File: config.mk
export PLATFORM = sky130hd
export DESIGN_NAME = hdlc_tx_bitproc
export DESIGN_NICKNAME = d
export VERILOG_FILES = /design/src/rtl/hdlc_tx_pkg.sv /design/src/rtl/hdlc_tx_hold.sv /design/src/rtl/hdlc_tx_crc.sv /design/src/rtl/hdlc_tx_shifter.sv /design/src/rtl/hdlc_tx_bitproc.sv
export SDC_FILE = /design/constraint.sdc
export NUM_CORES = 1
export LEC_CHECK = 0
export BUFFER_PORTS_ARGS = -buffer_cell sky130_fd_sc_hd__buf_4
export CAP_MARGIN = 10
export CORE_ASPECT_RATIO = 1.4
export CORE_MARGIN = 8
export CORE_UTILIZATION = 59
export CTS_BUF_LIST = sky130_fd_sc_hd__clkbuf_8
export CTS_CLUSTER_SIZE = 14
export DETAILED_ROUTE_END_ITERATION = 10
export PLACE_DENSITY = 0.91
export REMOVE_ABC_BUFFERS = 1
export SYNTH_ARGS = -nofsm -noshare
export SYNTH_HDL_FRONTEND = slang
export SYNTH_HIERARCHICAL = 1
export SYNTH_SLANG_ARGS = --single-unit
export TNS_END_PERCENT = 20
File: constraint.sdc
create_clock -name clk -period 1.95 [get_ports clk]
set_clock_uncertainty 0.2 [all_clocks]
set_input_delay 0.0975 -clock clk [delete_from_list [all_inputs] [get_ports clk]]
set_output_delay 0.0975 -clock clk [all_outputs]
set_load 0.03 [all_outputs]
File: src/rtl/hdlc_tx_pkg.sv
package hdlc_tx_pkg;
  localparam int unsigned BYTE_W  = 8;
  localparam int unsigned CRC_W   = 16;
  localparam int unsigned RUN_LEN = 5;
  localparam logic [15:0] CRC_POLY_REFL = 16'h8408;
  localparam logic [15:0] CRC_PRESET    = 16'hFFFF;

  typedef enum logic [1:0] {
    SRC_IDLE  = 2'd0,
    SRC_STUFF = 2'd1,
    SRC_DATA  = 2'd2,
    SRC_FLAG  = 2'd3
  } bit_src_e;
endpackage

File: src/rtl/hdlc_tx_hold.sv
module hdlc_tx_hold #(
  parameter int unsigned W = 8
) (
  input  logic         clk,
  input  logic         rst_n,
  input  logic         wr_valid,
  input  logic         wr_flag,
  input  logic [W-1:0] wr_data,
  input  logic         take,
  output logic         wr_ready,
  output logic         full_o,
  output logic         flag_o,
  output logic [W-1:0] data_o
);
  logic         full_q, full_d;
  logic         flag_q, flag_d;
  logic [W-1:0] data_q, data_d;
  logic         fire;

  assign fire     = wr_valid && !full_q;
  assign wr_ready = !full_q;
  assign full_o   = full_q;
  assign flag_o   = flag_q;
  assign data_o   = data_q;

  always_comb begin
    full_d = (full_q && !take) || fire;
    flag_d = flag_q;
    data_d = data_q;
    if (fire) begin
      flag_d = wr_flag;
      data_d = wr_data;
    end
  end

  always_ff @(posedge clk or negedge rst_n) begin
    if (!rst_n) begin
      full_q <= 1'b0;
      flag_q <= 1'b0;
      data_q <= '0;
    end else begin
      full_q <= full_d;
      flag_q <= flag_d;
      data_q <= data_d;
    end
  end

  // a waiting byte is never overwritten before the shifter takes it
  p_hold_keep_r2: assert property (@(posedge clk) disable iff (!rst_n)
    (full_q && !take) |=> ($stable(data_q) && full_q));
  // the shifter only takes from a full register
  p_take_full_r2: assert property (@(posedge clk) disable iff (!rst_n)
    take |-> full_q);
endmodule

File: src/rtl/hdlc_tx_crc.sv
module hdlc_tx_crc #(
  parameter int unsigned       CW     = 16,
  parameter logic [CW-1:0]     POLY   = 16'h8408,
  parameter logic [CW-1:0]     PRESET = 16'hFFFF
) (
  input  logic          clk,
  input  logic          rst_n,
  input  logic          tx_en,
  input  logic          bit_en,
  input  logic          bit_in,
  output logic [CW-1:0] crc_o
);
  logic [CW-1:0] crc_q, crc_d;
  logic          fb;

  assign fb    = crc_q[0] ^ bit_in;
  assign crc_o = crc_q;

  always_comb begin
    crc_d = crc_q;
    if (!tx_en)      crc_d = PRESET;
    else if (bit_en) crc_d = (crc_q >> 1) ^ (fb ? POLY : '0);
  end

  always_ff @(posedge clk or negedge rst_n) begin
    if (!rst_n) crc_q <= PRESET;
    else        crc_q <= crc_d;
  end

  // enable low presets the CRC
  p_crc_preset_r9: assert property (@(posedge clk) disable iff (!rst_n)
    !tx_en |=> (crc_q == PRESET));
  // the CRC moves only on payload bits
  p_crc_hold_r8: assert property (@(posedge clk) disable iff (!rst_n)
    (tx_en && !bit_en) |=> $stable(crc_q));
endmodule

File: src/rtl/hdlc_tx_shifter.sv
module hdlc_tx_shifter
  import hdlc_tx_pkg::*;
#(
  parameter int unsigned W   = 8,
  parameter int unsigned RUN = 5
) (
  input  logic         clk,
  input  logic         rst_n,
  input  logic         tx_en,
  input  logic         hold_full,
  input  logic         hold_flag,
  input  logic [W-1:0] hold_data,
  output logic         take_o,
  output logic         bit_out_o,
  output logic         bit_valid_o,
  output logic         crc_en_o,
  output logic         crc_bit_o
);
  localparam int unsigned CNT_W = $clog2(W + 1);
  localparam int unsigned RUN_W = $clog2(RUN + 1);

  logic [W-1:0]     sh_q, sh_d;
  logic [CNT_W-1:0] left_q, left_d;
  logic             flag_q, flag_d;
  logic [RUN_W-1:0] ones_q, ones_d;
  logic             bout_q, bout_d;
  logic             bval_q, bval_d;
  bit_src_e         src;
  logic             cur_bit;

  assign cur_bit = sh_q[0];

  always_comb begin
    src = SRC_IDLE;
    if (tx_en) begin
      if (ones_q == RUN_W'(RUN))   src = SRC_STUFF;
      else if (left_q != '0)       src = flag_q ? SRC_FLAG : SRC_DATA;
    end
  end

  assign take_o = tx_en && hold_full &&
                  ((left_q == '0) ||
                   ((src == SRC_DATA || src == SRC_FLAG) && left_q == CNT_W'(1)));
  assign crc_en_o  = (src == SRC_DATA);
  assign crc_bit_o = cur_bit;

  always_comb begin
    sh_d   = sh_q;
    left_d = left_q;
    flag_d = flag_q;
    ones_d = ones_q;
    bout_d = 1'b0;
    bval_d = 1'b0;
    if (!tx_en) begin
      left_d = '0;
      ones_d = '0;
    end else begin
      unique case (src)
        SRC_STUFF: begin
          bval_d = 1'b1;
          ones_d = '0;
        end
        SRC_DATA, SRC_FLAG: begin
          bval_d = 1'b1;
          bout_d = cur_bit;
          sh_d   = sh_q >> 1;
          left_d = left_q - CNT_W'(1);
          if (src == SRC_FLAG || !cur_bit) ones_d = '0;
          else                             ones_d = ones_q + RUN_W'(1);
        end
        default: ;
      endcase
      if (take_o) begin
        sh_d   = hold_data;
        left_d = CNT_W'(W);
        flag_d = hold_flag;
      end
    end
  end

  always_ff @(posedge clk or negedge rst_n) begin
    if (!rst_n) begin
      sh_q   <= '0;
      left_q <= '0;
      flag_q <= 1'b0;
      ones_q <= '0;
      bout_q <= 1'b0;
      bval_q <= 1'b0;
    end else begin
      sh_q   <= sh_d;
      left_q <= left_d;
      flag_q <= flag_d;
      ones_q <= ones_d;
      bout_q <= bout_d;
      bval_q <= bval_d;
    end
  end

  assign bit_out_o   = bout_q;
  assign bit_valid_o = bval_q;

  // a full run of ones is followed by an emitted zero
  p_stuff_zero_r5: assert property (@(posedge clk) disable iff (!rst_n)
    (tx_en && ones_q == RUN_W'(RUN)) |=> (bit_valid_o && !bit_out_o));
  // the run count never passes the run length
  p_run_bound_r5: assert property (@(posedge clk) disable iff (!rst_n)
    ones_q <= RUN_W'(RUN));
  // nothing is emitted while disabled
  p_quiet_off_r3: assert property (@(posedge clk) disable iff (!rst_n)
    !tx_en |=> !bit_valid_o);
  // a flag bit leaves the run count cleared
  p_flag_run_r7: assert property (@(posedge clk) disable iff (!rst_n)
    (src == SRC_FLAG) |=> (ones_q == '0));
endmodule

File: src/rtl/hdlc_tx_bitproc.sv
module hdlc_tx_bitproc
  import hdlc_tx_pkg::*;
#(
  parameter int unsigned       W      = BYTE_W,
  parameter int unsigned       CW     = CRC_W,
  parameter int unsigned       RUN    = RUN_LEN,
  parameter logic [CW-1:0]     POLY   = CRC_POLY_REFL,
  parameter logic [CW-1:0]     PRESET = CRC_PRESET
) (
  input  logic          clk,
  input  logic          rst_n,
  input  logic          tx_en,
  input  logic          wr_valid,
  input  logic          wr_flag,
  input  logic [W-1:0]  wr_data,
  output logic          wr_ready,
  output logic          bit_out,
  output logic          bit_valid,
  output logic [CW-1:0] crc_out
);
  logic         rst_meta_q, rst_sync_q;
  logic         take, hold_full, hold_flag;
  logic [W-1:0] hold_data;
  logic         crc_en, crc_bit;

  always_ff @(posedge clk or negedge rst_n) begin
    if (!rst_n) begin
      rst_meta_q <= 1'b0;
      rst_sync_q <= 1'b0;
    end else begin
      rst_meta_q <= 1'b1;
      rst_sync_q <= rst_meta_q;
    end
  end

  hdlc_tx_hold #(.W(W)) u_hold (
    .clk(clk), .rst_n(rst_sync_q), .wr_valid(wr_valid), .wr_flag(wr_flag),
    .wr_data(wr_data), .take(take), .wr_ready(wr_ready), .full_o(hold_full),
    .flag_o(hold_flag), .data_o(hold_data)
  );

  hdlc_tx_shifter #(.W(W), .RUN(RUN)) u_shift (
    .clk(clk), .rst_n(rst_sync_q), .tx_en(tx_en), .hold_full(hold_full),
    .hold_flag(hold_flag), .hold_data(hold_data), .take_o(take),
    .bit_out_o(bit_out), .bit_valid_o(bit_valid), .crc_en_o(crc_en),
    .crc_bit_o(crc_bit)
  );

  hdlc_tx_crc #(.CW(CW), .POLY(POLY), .PRESET(PRESET)) u_crc (
    .clk(clk), .rst_n(rst_sync_q), .tx_en(tx_en), .bit_en(crc_en),
    .bit_in(crc_bit), .crc_o(crc_out)
  );

  // an accepted byte closes the input register for the next cycle
  p_ready_drop_r2: assert property (@(posedge clk) disable iff (!rst_sync_q)
    (wr_valid && wr_ready) |=> !wr_ready);
endmodule

Word-level counts from Yosys, hierarchy flattened
Index checks and enable logic that the tools add are counted.
Widths: inputs -> output; s select.

cells by class
  equality and inequality tests = 8
  mux-type cells = 19
  reduce and logical (&&, ||, !) cells = 19
  bitwise logic cells = 2
  $add $sub $neg = 2

operators by type and width
  operator             count
  $mux 16              3
  $mux 8               2
  $xor 15x16->16       1
  $mux 4               3
  $mux 2               3
  $mux 3               2
  $ne 3x1->1 const B   2
  $pmux 3 s2           1
  $logic_and 1x1->1    5
  $mux 1               5
  $eq 2x2->1 const B   2
  $eq 4x1->1 const B   1
  $logic_not 4->1      1
  $logic_or 1x1->1     4
  $reduce_and 2->1     2
  $reduce_bool 4->1    1
  $sub 4x1->4 const B  1
  $add 3x1->3 const B  1
  $eq 3x3->1 const B   1
  $logic_not 1->1      3
  $reduce_or 3->1      1
  $eq 2x1->1 const B   1
  $ne 2x1->1 const B   1
  $reduce_bool 2->1    1
  2 further kinds      2

storage, ports and cells
  output and inout port bits = 19
  input bits = 13
  word-level logic and storage cells = 62
  register bits after elaboration = 46

Logic depth before layout (Yosys ltp)
  depth after elaboration = 12
  depth in mapped cells = 9
  depth with buffers taken out = 7

Cells and area by module
Netlist, hierarchy kept.

modules (own cells, without submodules)
  module           area an instance (um2)  cells each  instances  seq. area each (um2)
  hdlc_tx_shifter  1008.5                  103         1          450.4
  hdlc_tx_crc      718.2                   56          1          420.4
  hdlc_tx_hold     414.1                   23          1          250.2
  hdlc_tx_bitproc  53.8                    3           1          50.0

Worst setup path before layout
Ideal clock, no wire load.

  path type = register to register
  from = register u_shift.left_q[0]
  to = register u_crc.crc_q[0] (netlist: u_crc/crc_o[0])
  arrival time = 1744 ps
  library setup time = 90 ps
  path buffers = 2
  period minus slack after synthesis = 2034 ps
  cell stages (with the launch flop) = 10
  slack = -84 ps
  data required time = 1660 ps
  cell sequence = dfrtp_1 > inv_1 > ha_1 > or3b_2 > nand2_1 > nor2_1 > buf_2 > buf_4 > mux2i_1 > nand2_1

on the way
  cells in the longest elaborated chain, start to end = 6

ends and longest elaborated chain
  what                      line                   source
  start: declaration        hdlc_tx_shifter.sv:23  logic [CNT_W-1:0] left_q, left_d;
  start signal: assignment  hdlc_tx_shifter.sv:91  left_q <= left_d;
  $reduce_bool 4->1         hdlc_tx_shifter.sv:37  else if (left_q != '0) src = flag_q ? SRC_FLAG : SRC_DATA;
  $mux 2                    hdlc_tx_shifter.sv:37
  $mux 2                    hdlc_tx_shifter.sv:36  if (ones_q == RUN_W'(RUN)) src = SRC_STUFF;
  $mux 2                    hdlc_tx_shifter.sv:35  if (tx_en) begin
  $eq 2x2->1                hdlc_tx_shifter.sv:44  assign crc_en_o = (src == SRC_DATA);
  net crc_en                hdlc_tx_bitproc.sv:24  logic crc_en, crc_bit;
  $ne 2x1->1 (no line)      n/a
  end signal: assignment    hdlc_tx_crc.sv:27      else crc_q <= crc_d;
  end: declaration          hdlc_tx_crc.sv:13      logic [CW-1:0] crc_q, crc_d;

The timed path passes the listed nets, and every way through them passes these cells.
A chain may end at the register's enable or synchronous reset.

Worst setup path in the final report
Ends and elaborated chain as after synthesis.

==> flow_summary.toml <==
[status]
run_status = "complete, but fails checks"
failed_checks = "negative setup slack"

[synthesis]
synth_seq_cells = 46
post_synth_num_cell_types = 40
cell_accounting_for_the_most_synthesized_area = "dfrtp_1"
synth_largest_type_area_fraction = 0.342
syn_avg_cell_area_um2 = 11.9
ys_dominant_reg_cell = "dfrtp_1"
ys_seq_area_frac = 0.534
synth.yosys.warnings = 6
synth_top_cells_by_area = "dfrtp_1 (34%), dfstp_2 (19%), mux2i_1 (6.4%)"
post_synth_most_frequent_cells = "dfrtp_1 (30), dfstp_2 (16), nand2_1 (15), mux2i_1 (14)"
async_set_reset_flop_share_out_of_synthesis = 1.00
syn-instance-count = 185
synthesis.area_um2 = 2190
synth_edf_count = 0
most_frequent_cell_after_synthesis = "dfrtp_1"

[final_layout]
filler_cell_count = 212
multi_input_area_um2 = 978
final_cell_area_um2 = 2880
areaGrowthSynthToFinish_pct = 31.0
num-nets-final = 264
final_cells = 289
layout.area.seq_um2 = 1170
diodes = 0
layout-drive-gt1-share = 0.401

[sta]
finalCritPeriodShare = 1.01
period_needed_ps = 1970
hold_viol_final = 0
setup_viol_count_final = 1
tightest_slew_ps = 540
grt_setup_unrepaired = "true"
finalSetupTns_ps = -15.5
worst_slew_margin_rel = 0.640
layout_setup_ws_ps = -15.5
fmax_ghz = 0.509
maxSlewViolCount = 0

[route]
num_vias = 1753
vias_per_inst = 6.07
drtAntennaViolNets = 0
drt_iter0_markers = 79
drc = 0
routedWlPerCell_um = 18.4
drt-pass1-iter-count = 4
route.final.wire_length_um = 5320

[floorplan]
die_y_um = 88.2
design.die.area_um2 = 5960
die_width_um = 67.5
num_io_pins = 32
floorplan.core_area_um2 = 3610
fp-row-count = 26
initial_utilization = 0.608

[worst_hold_path]
worst_hold_path_type = "flip-flop to asynchronous set/reset pin"

[cts]
clk_pin_slew_worst_paths_ps = 80
clock_sink_count = 46
cts.path.max_buffers = 2
clock_latency_on_the_worst_skew_pair_ps = 300
tritoncts_clock_tree = "yes"
ctsHtreeMaxLevel = 2
cts_made_buffers = 5
clock-root-buffer = "clkbuf_8"

[critical_path]
rr_worst_depth = 8
reg2reg_to = "u_crc/crc_o[0]$_DFFE_PN1P_"
critical_path.reg2reg.startpoint = "u_shift/left_q[0]$_DFFE_PN0P_"
startpoint_type = "flip-flop"
setup.worst_path.end_class = "flip-flop"
cp_data_arrival_time_ps = 1990
r2r_slack_ps = -20
path_class = "flip-flop to flip-flop"
worstPathRequired_ps = 1980
path_max_fanout = 17

[place]
detailed_place_hpwl_um = 3430
dp_slack_ps = -102
numPortBuffers = 31
place_congestion = 0.835
cell_count_post_placement = 261
post_dp_cell_area_um2 = 2540

[global_routing]
grt_overflow_total = 0
grt_usage = 0.181
antenna_found_initial = 0
vias_in_the_first_global_route = 1801
pin_count_of_the_biggest_net_entering_global_routing = 45
grt_first_pass_wirelength_um = 8350

[pwr]
power.leakage_uw = 0.00128
power.density_cell_area_nw_per_um2 = 1380
ir_worst_vdd_uv = 1270

[flow_run]
maxCapViolations = 0
-- placed cells by master (no fill, tap or decap), drive strengths merged, types with 3 or more instances in the layout --
| cell type | n |
|---|---|
| dlygate4sd3 | 12 |
| nand2b | 3 |
| mux2i | 14 |
| a31oi | 7 |
| buf | 54 |
| o21ai | 11 |
| dfrtp | 30 |
| inv | 12 |
| o211ai | 6 |
| clkbuf | 5 |
| dfstp | 16 |
| ha | 5 |
| nand2 | 15 |
| nand3 | 9 |
| mux2 | 10 |
| a2111oi | 7 |
-- layer usage --
metal	GRT usage	part of all wire
met1	0.195	0.38
met2	0.307	0.51
met3	0.0538	0.074
met4	0.0935	0.027
met5	0	0
-- state kept, by name, summed over array words and instances, names as in the netlist --
register             cells
u_hold/data_o            8
u_shift/left_q           4
u_shift/sh_q             8
rst_meta_q               1
u_shift/bit_valid_o      1
u_shift/bit_out_o        1
u_hold/full_o            1
u_shift/ones_q           3
u_crc/crc_o             16
rst_sync_q               1
u_hold/flag_o            1
u_shift/flag_q           1
-- power breakdown --
group          total [uW]  internal [uW]  switching (uW)
sequential           1510           1280             235
clock                 553            243             309
combinational        1900            932             964
total                3960           2450            1510
-- how the worst max path moves through the flow --
stage / from / to / cells past startpoint
2_1_floorplan: u_shift/ones_q[0]$_DFFE_PN0P_ / u_crc/crc_o[10]$_DFFE_PN1P_ / 6
3_3_place_gp: u_shift/ones_q[1]$_DFFE_PN0P_ / u_crc/crc_o[7]$_DFFE_PN1P_ / 8
3_5_place_dp: u_shift/ones_q[1]$_DFFE_PN0P_ / u_shift/ones_q[2]$_DFFE_PN0P_ / 6
4_1_cts: u_shift/left_q[0]$_DFFE_PN0P_ / u_shift/sh_q[2]$_DFFE_PN0P_ / 6
5_1_grt: u_shift/left_q[0]$_DFFE_PN0P_ / u_crc/crc_o[0]$_DFFE_PN1P_ / 8
6_report: u_shift/left_q[0]$_DFFE_PN0P_ / u_crc/crc_o[0]$_DFFE_PN1P_ / 8
-- stage by stage --
step                hold slack, ps  utilization  total power, uW
detailed placement            -320        0.703             3120
floorplan                     -398            -             2510
global route                   175        0.796             4180
CTS                            147        0.766             3740
finish                         139        0.796             3960
global placement              -320        0.703             3020
-- timing repair --
action                     CTS  global route
hold endpoints to repair    27             0
buffers inserted             1             7
pin swaps                    0             3
setup endpoints to repair   18            26
resized for setup            7            15
hold buffers                12             0
cloned                       0             0
-- layout make-up --
class,count,share of cell area
flip-flops and latches,46,0.407
clock buffers,5,0.0239
inverters,11,0.0144
well taps,42,0.0183
clock inverters,3,0.00479
multi-input cells,116,0.340
repair buffers,66,0.191
-- kinds of logic (layout without fill, tap and decap cells) --
group	Yosys count	count (layout)	share of synthesized area
buffers and inverters	23	85	0.0490
AOI/OAI and AO/OA	44	44	0.140
other	1	1	0.00171
DFF	46	46	0.534
xor gates and xnor gates	3	3	0.0245
and+or+nand+nor	39	39	0.0918
adders and majority gates	5	5	0.0285
muxes	24	24	0.131
-- critical path, cell delays in order, from the launching register on --
cell	delay [ps]
dfrtp_1	410
inv_1	100
ha_2	190
or3b_4	410
nand2_2	90
nor2_1	60
buf_12	170
mux2i_1	170
nand2_1	90
Note: power is estimated with default switching activity, not from simulation.
